[config.mk]
export PLATFORM = sky130hd
export DESIGN_NAME = irq_ack_unit
export DESIGN_NICKNAME = d
export VERILOG_FILES = /design/src/rtl/irq_ack_pkg.sv /design/src/rtl/irq_ack_ctrl.sv /design/src/rtl/irq_state_track.sv /design/src/rtl/irq_run_prio.sv /design/src/rtl/irq_ack_unit.sv
export SDC_FILE = /design/constraint.sdc
export NUM_CORES = 1
export LEC_CHECK = 0
export ABC_AREA = 1
export BUFFER_PORTS_ARGS = -buffer_cell sky130_fd_sc_hd__buf_4
export CORE_MARGIN = 3
export CORE_UTILIZATION = 54
export DETAILED_ROUTE_END_ITERATION = 7
export PLACE_DENSITY = 0.82
export SYNTH_ARGS = -nofsm -noshare
export SYNTH_HDL_FRONTEND = slang
export SYNTH_SLANG_ARGS = --single-unit
[constraint.sdc]
create_clock -name clk -period 23.7 [get_ports clk]
set_input_delay 0 -clock clk [delete_from_list [all_inputs] [get_ports clk]]
set_output_delay 0 -clock clk [all_outputs]
set_load 0.1 [all_outputs]
[src/rtl/irq_ack_pkg.sv]
package irq_ack_pkg;

   // Outcome of an acknowledge read in the current cycle
   typedef enum logic [1:0] {
      ACK_IDLE      = 2'd0,
      ACK_GRANT     = 2'd1,
      ACK_SPUR_OFF  = 2'd2,
      ACK_SPUR_NONE = 2'd3
   } ack_kind_e;

   // Smaller value means more urgent
   function automatic logic [7:0] more_urgent(input logic [7:0] a, input logic [7:0] b);
      return (a <= b) ? a : b;
   endfunction

endpackage

[src/rtl/irq_ack_ctrl.sv]
module irq_ack_ctrl
   import irq_ack_pkg::*;
#(
   parameter int NUM_IRQ = 32,
   parameter int ID_W    = 10
) (
   input  logic            clk,
   input  logic            rst_n,
   input  logic            dist_en,
   input  logic            cpu_en,
   input  logic            sel_load,
   input  logic [ID_W-1:0] sel_id,
   input  logic            ack_rd,
   output logic            ack_grant,
   output logic [ID_W-1:0] grant_id,
   output logic [ID_W-1:0] ack_id,
   output logic            ack_vld,
   output logic            irq
);

   localparam logic [ID_W-1:0] SPUR   = {ID_W{1'b1}};
   localparam logic [ID_W-1:0] NUM_ID = ID_W'(NUM_IRQ);

   logic [ID_W-1:0] hold_q;
   logic            both_en;
   logic            hold_ok;
   logic            sel_ok;
   ack_kind_e       kind;

   assign both_en = dist_en & cpu_en;
   assign hold_ok = (hold_q < NUM_ID);
   assign sel_ok  = (sel_id < NUM_ID);

   always_comb begin
      if (!ack_rd)       kind = ACK_IDLE;
      else if (!both_en) kind = ACK_SPUR_OFF;
      else if (!hold_ok) kind = ACK_SPUR_NONE;
      else               kind = ACK_GRANT;
   end

   assign ack_grant = (kind == ACK_GRANT);
   assign grant_id  = hold_q;

   always_ff @(posedge clk or negedge rst_n) begin
      if (!rst_n) begin
         hold_q  <= SPUR;
         ack_id  <= SPUR;
         ack_vld <= 1'b0;
         irq     <= 1'b0;
      end else begin
         ack_vld <= ack_rd;
         case (kind)
            ACK_GRANT:                   ack_id <= hold_q;
            ACK_SPUR_OFF, ACK_SPUR_NONE: ack_id <= SPUR;
            default:                     ack_id <= ack_id;
         endcase
         if (sel_load)       hold_q <= sel_id;
         else if (ack_grant) hold_q <= SPUR;
         if (sel_load)       irq <= both_en & sel_ok;
         else if (ack_grant) irq <= 1'b0;
         else if (!both_en)  irq <= 1'b0;
      end
   end

   // a granted acknowledge returns the held ID next cycle
   property p_grant_data_r1;
      @(posedge clk) disable iff (!rst_n)
      ack_grant |=> (ack_vld && ack_id == $past(hold_q));
   endproperty
   assert property (p_grant_data_r1);

   // disabled acknowledge returns spurious
   property p_off_spur_r3;
      @(posedge clk) disable iff (!rst_n)
      (ack_rd && !both_en) |=> (ack_id == SPUR);
   endproperty
   assert property (p_off_spur_r3);

   // disabled acknowledge keeps the held ID
   property p_off_hold_r3;
      @(posedge clk) disable iff (!rst_n)
      (ack_rd && !both_en && !sel_load) |=> (hold_q == $past(hold_q));
   endproperty
   assert property (p_off_hold_r3);

   // granted acknowledge drops the request
   property p_grant_drop_irq_r9;
      @(posedge clk) disable iff (!rst_n)
      (ack_grant && !sel_load) |=> !irq;
   endproperty
   assert property (p_grant_drop_irq_r9);

endmodule

[src/rtl/irq_state_track.sv]
module irq_state_track #(
   parameter int NUM_IRQ = 32,
   parameter int ID_W    = 10
) (
   input  logic               clk,
   input  logic               rst_n,
   input  logic [NUM_IRQ-1:0] pend_set,
   input  logic               ack_grant,
   input  logic [ID_W-1:0]    grant_id,
   input  logic               eoi_wr,
   input  logic [ID_W-1:0]    eoi_id,
   output logic [NUM_IRQ-1:0] active_q,
   output logic [NUM_IRQ-1:0] pend_q,
   output logic               eoi_done,
   output logic               eoi_err
);

   logic [NUM_IRQ-1:0] ack_mask;
   logic [NUM_IRQ-1:0] eoi_mask;
   logic [NUM_IRQ-1:0] set_act;
   logic [NUM_IRQ-1:0] clr_act;
   logic [NUM_IRQ-1:0] clr_pend;

   for (genvar i = 0; i < NUM_IRQ; i++) begin : g_dec
      assign ack_mask[i] = (grant_id == ID_W'(i));
      assign eoi_mask[i] = (eoi_id   == ID_W'(i));
   end

   assign eoi_done = eoi_wr & (|(eoi_mask & active_q));
   assign set_act  = ack_grant ? ack_mask : '0;
   assign clr_pend = ack_grant ? ack_mask : '0;
   assign clr_act  = eoi_done  ? eoi_mask : '0;

   always_ff @(posedge clk or negedge rst_n) begin
      if (!rst_n) begin
         active_q <= '0;
         pend_q   <= '0;
         eoi_err  <= 1'b0;
      end else begin
         active_q <= (active_q & ~clr_act) | set_act;
         pend_q   <= (pend_q & ~clr_pend) | pend_set;
         if (eoi_wr && !eoi_done) eoi_err <= 1'b1;
      end
   end

   // the granted ID is active afterwards
   property p_grant_active_r2;
      @(posedge clk) disable iff (!rst_n)
      ack_grant |=> |(active_q & $past(ack_mask));
   endproperty
   assert property (p_grant_active_r2);

   // a valid end-of-interrupt retires the ID when no grant hits it
   property p_eoi_clear_r7;
      @(posedge clk) disable iff (!rst_n)
      (eoi_done && !ack_grant) |=> !(|(active_q & $past(eoi_mask)));
   endproperty
   assert property (p_eoi_clear_r7);

   // error flag is sticky
   property p_err_sticky_r8;
      @(posedge clk) disable iff (!rst_n)
      eoi_err |=> eoi_err;
   endproperty
   assert property (p_err_sticky_r8);

   // invalid end-of-interrupt leaves active set alone
   property p_eoi_bad_keep_r8;
      @(posedge clk) disable iff (!rst_n)
      (eoi_wr && !eoi_done && !ack_grant) |=> (active_q == $past(active_q));
   endproperty
   assert property (p_eoi_bad_keep_r8);

endmodule

[src/rtl/irq_run_prio.sv]
module irq_run_prio
   import irq_ack_pkg::*;
#(
   parameter int NUM_IRQ = 32,
   parameter int PRIO_W  = 8
) (
   input  logic                      clk,
   input  logic                      rst_n,
   input  logic [NUM_IRQ-1:0]        active,
   input  logic [NUM_IRQ*PRIO_W-1:0] prio_flat,
   input  logic                      recalc,
   output logic [PRIO_W-1:0]         run_prio
);

   localparam int LV = $clog2(NUM_IRQ);
   localparam int P  = 1 << LV;
   localparam logic [PRIO_W-1:0] IDLE = {PRIO_W{1'b1}};

   logic recalc_q;

   for (genvar l = 0; l <= LV; l++) begin : g_lvl
      logic [PRIO_W-1:0] v [P];
      if (l == 0) begin : g_leaf
         for (genvar i = 0; i < P; i++) begin : g_in
            if (i < NUM_IRQ) begin : g_real
               assign v[i] = active[i] ? prio_flat[i*PRIO_W +: PRIO_W] : IDLE;
            end else begin : g_pad
               assign v[i] = IDLE;
            end
         end
      end else begin : g_node
         for (genvar j = 0; j < P; j++) begin : g_cmp
            if (j < (P >> l)) begin : g_use
               assign v[j] = (g_lvl[l-1].v[2*j] <= g_lvl[l-1].v[2*j+1]) ?
                             g_lvl[l-1].v[2*j] : g_lvl[l-1].v[2*j+1];
            end else begin : g_idle
               assign v[j] = IDLE;
            end
         end
      end
   end

   always_ff @(posedge clk or negedge rst_n) begin
      if (!rst_n) begin
         recalc_q <= 1'b0;
         run_prio <= IDLE;
      end else begin
         recalc_q <= recalc;
         if (recalc_q) run_prio <= g_lvl[LV].v[0];
      end
   end

   // nothing active gives the idle priority
   property p_idle_ff_r5;
      @(posedge clk) disable iff (!rst_n)
      (recalc_q && active == '0) |=> (run_prio == IDLE);
   endproperty
   assert property (p_idle_ff_r5);

   // no refresh request, no change
   property p_hold_r6;
      @(posedge clk) disable iff (!rst_n)
      !recalc_q |=> $stable(run_prio);
   endproperty
   assert property (p_hold_r6);

endmodule

[src/rtl/irq_ack_unit.sv]
module irq_ack_unit #(
   parameter int NUM_IRQ = 32,
   parameter int PRIO_W  = 8,
   parameter int ID_W    = 10
) (
   input  logic                      clk,
   input  logic                      rst_n,
   input  logic                      dist_en,
   input  logic                      cpu_en,
   input  logic [NUM_IRQ*PRIO_W-1:0] prio_flat,
   input  logic                      prio_wr,
   input  logic [NUM_IRQ-1:0]        pend_set,
   input  logic                      sel_load,
   input  logic [ID_W-1:0]           sel_id,
   input  logic                      ack_rd,
   input  logic                      eoi_wr,
   input  logic [ID_W-1:0]           eoi_id,
   output logic [ID_W-1:0]           ack_id,
   output logic                      ack_vld,
   output logic                      irq,
   output logic [PRIO_W-1:0]         run_prio,
   output logic [NUM_IRQ-1:0]        active_vec,
   output logic [NUM_IRQ-1:0]        pend_vec,
   output logic                      eoi_err
);

   if (NUM_IRQ < 2 || NUM_IRQ >= (1 << ID_W)) begin : g_bad_num
      $error("NUM_IRQ must be at least 2 and below the spurious ID");
   end
   if (PRIO_W < 1) begin : g_bad_prio
      $error("PRIO_W must be positive");
   end

   logic            ack_grant;
   logic [ID_W-1:0] grant_id;
   logic            eoi_done;
   logic            recalc;

   irq_ack_ctrl #(.NUM_IRQ(NUM_IRQ), .ID_W(ID_W)) u_ctrl (
      .clk       (clk),
      .rst_n     (rst_n),
      .dist_en   (dist_en),
      .cpu_en    (cpu_en),
      .sel_load  (sel_load),
      .sel_id    (sel_id),
      .ack_rd    (ack_rd),
      .ack_grant (ack_grant),
      .grant_id  (grant_id),
      .ack_id    (ack_id),
      .ack_vld   (ack_vld),
      .irq       (irq)
   );

   irq_state_track #(.NUM_IRQ(NUM_IRQ), .ID_W(ID_W)) u_track (
      .clk       (clk),
      .rst_n     (rst_n),
      .pend_set  (pend_set),
      .ack_grant (ack_grant),
      .grant_id  (grant_id),
      .eoi_wr    (eoi_wr),
      .eoi_id    (eoi_id),
      .active_q  (active_vec),
      .pend_q    (pend_vec),
      .eoi_done  (eoi_done),
      .eoi_err   (eoi_err)
   );

   assign recalc = ack_grant | eoi_done | prio_wr;

   irq_run_prio #(.NUM_IRQ(NUM_IRQ), .PRIO_W(PRIO_W)) u_rprio (
      .clk       (clk),
      .rst_n     (rst_n),
      .active    (active_vec),
      .prio_flat (prio_flat),
      .recalc    (recalc),
      .run_prio  (run_prio)
   );

   // a pending set pulse always lands
   property p_pend_set_r10;
      @(posedge clk) disable iff (!rst_n)
      (|pend_set) |=> ((pend_vec & $past(pend_set)) == $past(pend_set));
   endproperty
   assert property (p_pend_set_r10);

endmodule

==> flow_summary.yaml <==
layout:
  area_growth_pct: 28.6
  fill_cells: 2209
  postLayoutCoreUtil_pct: 70.6
  final_cells: 2978
  nNetsFinal: 3187
  drive_gt1_share_pct: 24.0
  fin_area_um2: 18500
clock_network:
  cts_made_buffers: 9
  cts_tree: "done"
  postCtsSetupBuffers: 0
  cts-root-buf: "clkbuf_16"
  cts_sinks: 96
  h-tree-depth: 3
  path_clk_slew_ns: 0.10
  clockBufferDepth: 2
  clk_latency_ns: 0.38
yosys:
  async_flop_share_pct: 100
  synth_seq_cells: 96
  ys_warn_count: 0
  synthFlopType: "dfrtp_1"
  ys_types: 56
  synth-compound-area-share_pct: 18.8
  syn_nets: 2762
  synth_area_um2: 14400
  synth_top_family_by_area: "simple AND/OR/NAND/NOR gates"
  syn_area_per_cell_um2: 6.49
  synth_fa_ha_area_share_pct: 20.4
  synth.mux.area_fraction_pct: 0
  synth-simple-area-share_pct: 36.0
  synth_xor_area_share_pct: 0
  synth-edff-count: 0
  seq_area_frac_synth_pct: 17.0
  synthCells: 2212
placed_design:
  port_buffers: 400
  place_congestion: 0.980
  dpl.cell_count: 2912
  dpl-instance-area_um2: 17700
  pre_cts_ws_ns: 14.27
  dp_hpwl_um: 42800
worst_setup_path:
  cp_max_fo: 16
  required_ns: 24.00
  r2r_slack_ns: 14.12
  crit_path_end_kind: "register"
  critPathMaxStageDelay_ns: 1.09
  r2r_cells: 45
  criticalPathCategory: "register to register"
  slowest_stage: "o41ai_2"
  cp-start-kind: "register"
  rr_startpoint: "u_track.active_q[2]$_DFF_PN0_"
  crit_arrival_ns: 9.88
  cp_num_buf_inv: 7
  startpoint: "u_track.active_q[2]$_DFF_PN0_"
  critPathTopFamily: "compound AO/OA/AOI/OAI gates"
  worstSetupPathDepth: 45
  worstReg2RegEnd: "u_rprio.run_prio[7]$_DFFE_PN1P_"
  crit_end: "u_rprio.run_prio[7]$_DFFE_PN1P_"
timing:
  period_needed_ns: 9.58
  drv_slew: 0
  rsz0062_at_grt: "no"
  slew_headroom_pct: 17.2
  tns_ns: 0
  timing.final.crit_share_pct: 40.4
  max_freq_mhz: 104
  hold_viol: 0
  tightest_slew_ns: 1.24
  fin_ws_ns: 14.12
  clock_skew_ns: 0.0222
  hold_ws_ns: 0.117
  final-setup-viol-count: 0
floorplan:
  die_h_um: 169
  ioPinCount: 401
  start_util_pct: 55.0
  die_w_um: 169
  rows: 59
  core_area_um2: 26100
  die_area_um2: 28600
power:
  power.total_mw: 1.62
  comb_power_share_pct: 78.6
  p_int_uw: 726
  power.share.clock_pct: 9.5
  power_leakage_nw: 9.68
  peakVddDrop_uv: 125
  switching_share_pct: 55.1
  p_per_area_nw_per_um2: 87.5
  switchingPower_uw: 890
  p_seq_share_pct: 11.9
routing:
  viasPerCell: 5.67
  drt_iter0_markers: 1329
  dr.pass1.iters: 8
  wl_um: 52400
  avgRoutedWirePerCell_um: 17.6
  ant_nets: 0
  vias: 16883
  drc_errors: 0
global_route:
  gr-total-overflow: 0
  grt_max_degree: 53
  antenna_found_initial: 1
  grt_pass1_wl_um: 81500
  track_usage_pct: 35.2
  grt_pass1_vias: 16431
run:
  drv_cap: 0
worst_hold_path:
  min_path_type: "input port to register"
status:
  status: "finished, final reports clean"
-- routing by layer --
metal | wire, um | GRT usage (%) | vias up | part of all wire (%)
li1 | - | - | 8265 | -
met1 | 21000 | 42.6 | 7723 | 40
met2 | 25200 | 61.8 | 732 | 48
met3 | 4020 | 6.10 | 163 | 7.7
met4 | 2180 | 14.7 | 0 | 4.2
met5 | 0 | 0 | - | 0
-- Yosys cell counts (all sizes together) (10+ instances only) --
cell / number / share of area (%)
a211oi: 10 / 0.52
a21oi: 143 / 5.0
and2: 30 / 1.3
clkbuf: 32 / 0.85
clkinv: 14 / 0.37
dfrtp: 68 / 12
dfstp: 28 / 5.1
ha: 234 / 20
inv: 246 / 6.4
nand2: 426 / 12
nand3: 151 / 5.4
nand4: 27 / 1.3
nor2: 329 / 8.7
nor3: 41 / 1.5
o21ai: 164 / 5.8
o21bai: 71 / 3.7
o22ai: 21 / 1.2
or2: 121 / 5.3
-- power by group through the flow --
| stage | logic (mW) | clock network [mW] | registers, mW |
|---|---|---|---|
| final | 1.27 | 0.154 | 0.192 |
| after global routing | 1.44 | 0.161 | 0.193 |
| after CTS | 1.26 | 0.152 | 0.191 |
| after detailed placement | 1.25 | 0 | 0.194 |
| after global placement | 1.21 | 0 | 0.194 |
| after floorplan | 0.887 | 0 | 0.246 |
-- layout make-up --
cell class / count / area, um2 / area share, %
multi-input combinational: 1818 / 10800 / 58.6
timing repair buffer: 452 / 3520 / 19.0
sequential: 96 / 2440 / 13.2
inverter: 260 / 976 / 5.29
tap: 335 / 419 / 2.27
clock buffer: 9 / 225 / 1.22
clock inverter: 7 / 66.3 / 0.359
antenna: 1 / 2.50 / 0.0136
-- registers in the layout, indices dropped and copies added (netlist names), 8 cells and up --
| name | count |
|---|---|
| u_ctrl.grant_id | 10 |
| u_track.pend_q | 32 |
| u_track.active_q | 32 |
| u_ctrl.ack_id | 10 |
| u_rprio.run_prio | 8 |
-- logic make-up (layout without fill, tap and decap cells) --
group | count (synthesis) | in the layout
other | 0 | 1
buffers and inverters | 298 | 728
and+or+nand+nor | 1141 | 1141
DFF | 96 | 96
adders and majority gates | 234 | 234
AOI/OAI and AO/OA | 443 | 443
-- timing repair --
item	in CTS	in global routing
hold buffers	49	0
gates resized for setup	0	0
hold endpoints to repair	77	0
-- worst min path at each step --
stage,start,to,slack (ns),depth (start not counted)
floorplan,rst_n,u_ctrl.ack_vld$_DFF_PN0_,-0.30,0
detailed placement,rst_n,u_track.pend_q[20]$_DFF_PN0_,0.06,1
finish,sel_load,u_ctrl.grant_id[6]$_DFFE_PN1P_,0.12,3
CTS,sel_load,u_ctrl.grant_id[6]$_DFFE_PN1P_,0.09,3
global route,sel_load,u_ctrl.grant_id[6]$_DFFE_PN1P_,0.13,3
global placement,rst_n,u_track.pend_q[20]$_DFF_PN0_,0.06,1
-- worst min-delay path, cell delays in order --
cell and delay, ns:
buf_4 0.11, nor2_1 0.16, a21oi_1 0.18
-- cell usage in the layout, fill, tap and decap left out, drive strengths merged, types with 4 or more instances in the layout --
| master | n |
|---|---|
| nand4 | 27 |
| nand2 | 426 |
| o211ai | 7 |
| inv | 248 |
| o21bai | 71 |
| o21ai | 164 |
| o41ai | 4 |
| clkbuf | 9 |
| dfstp | 28 |
| nor3 | 41 |
| a211oi | 10 |
| nand3 | 151 |
| nand3b | 4 |
| buf | 403 |
| ha | 234 |
| and2 | 30 |
| o21a | 7 |
| nor2 | 329 |
| a21oi | 143 |
| clkinv | 17 |
| o22ai | 21 |
| or2 | 121 |
| nor4 | 6 |
| dlygate4sd3 | 49 |
| dfrtp | 68 |
No activity file was read; power rests on OpenSTA's default activity.
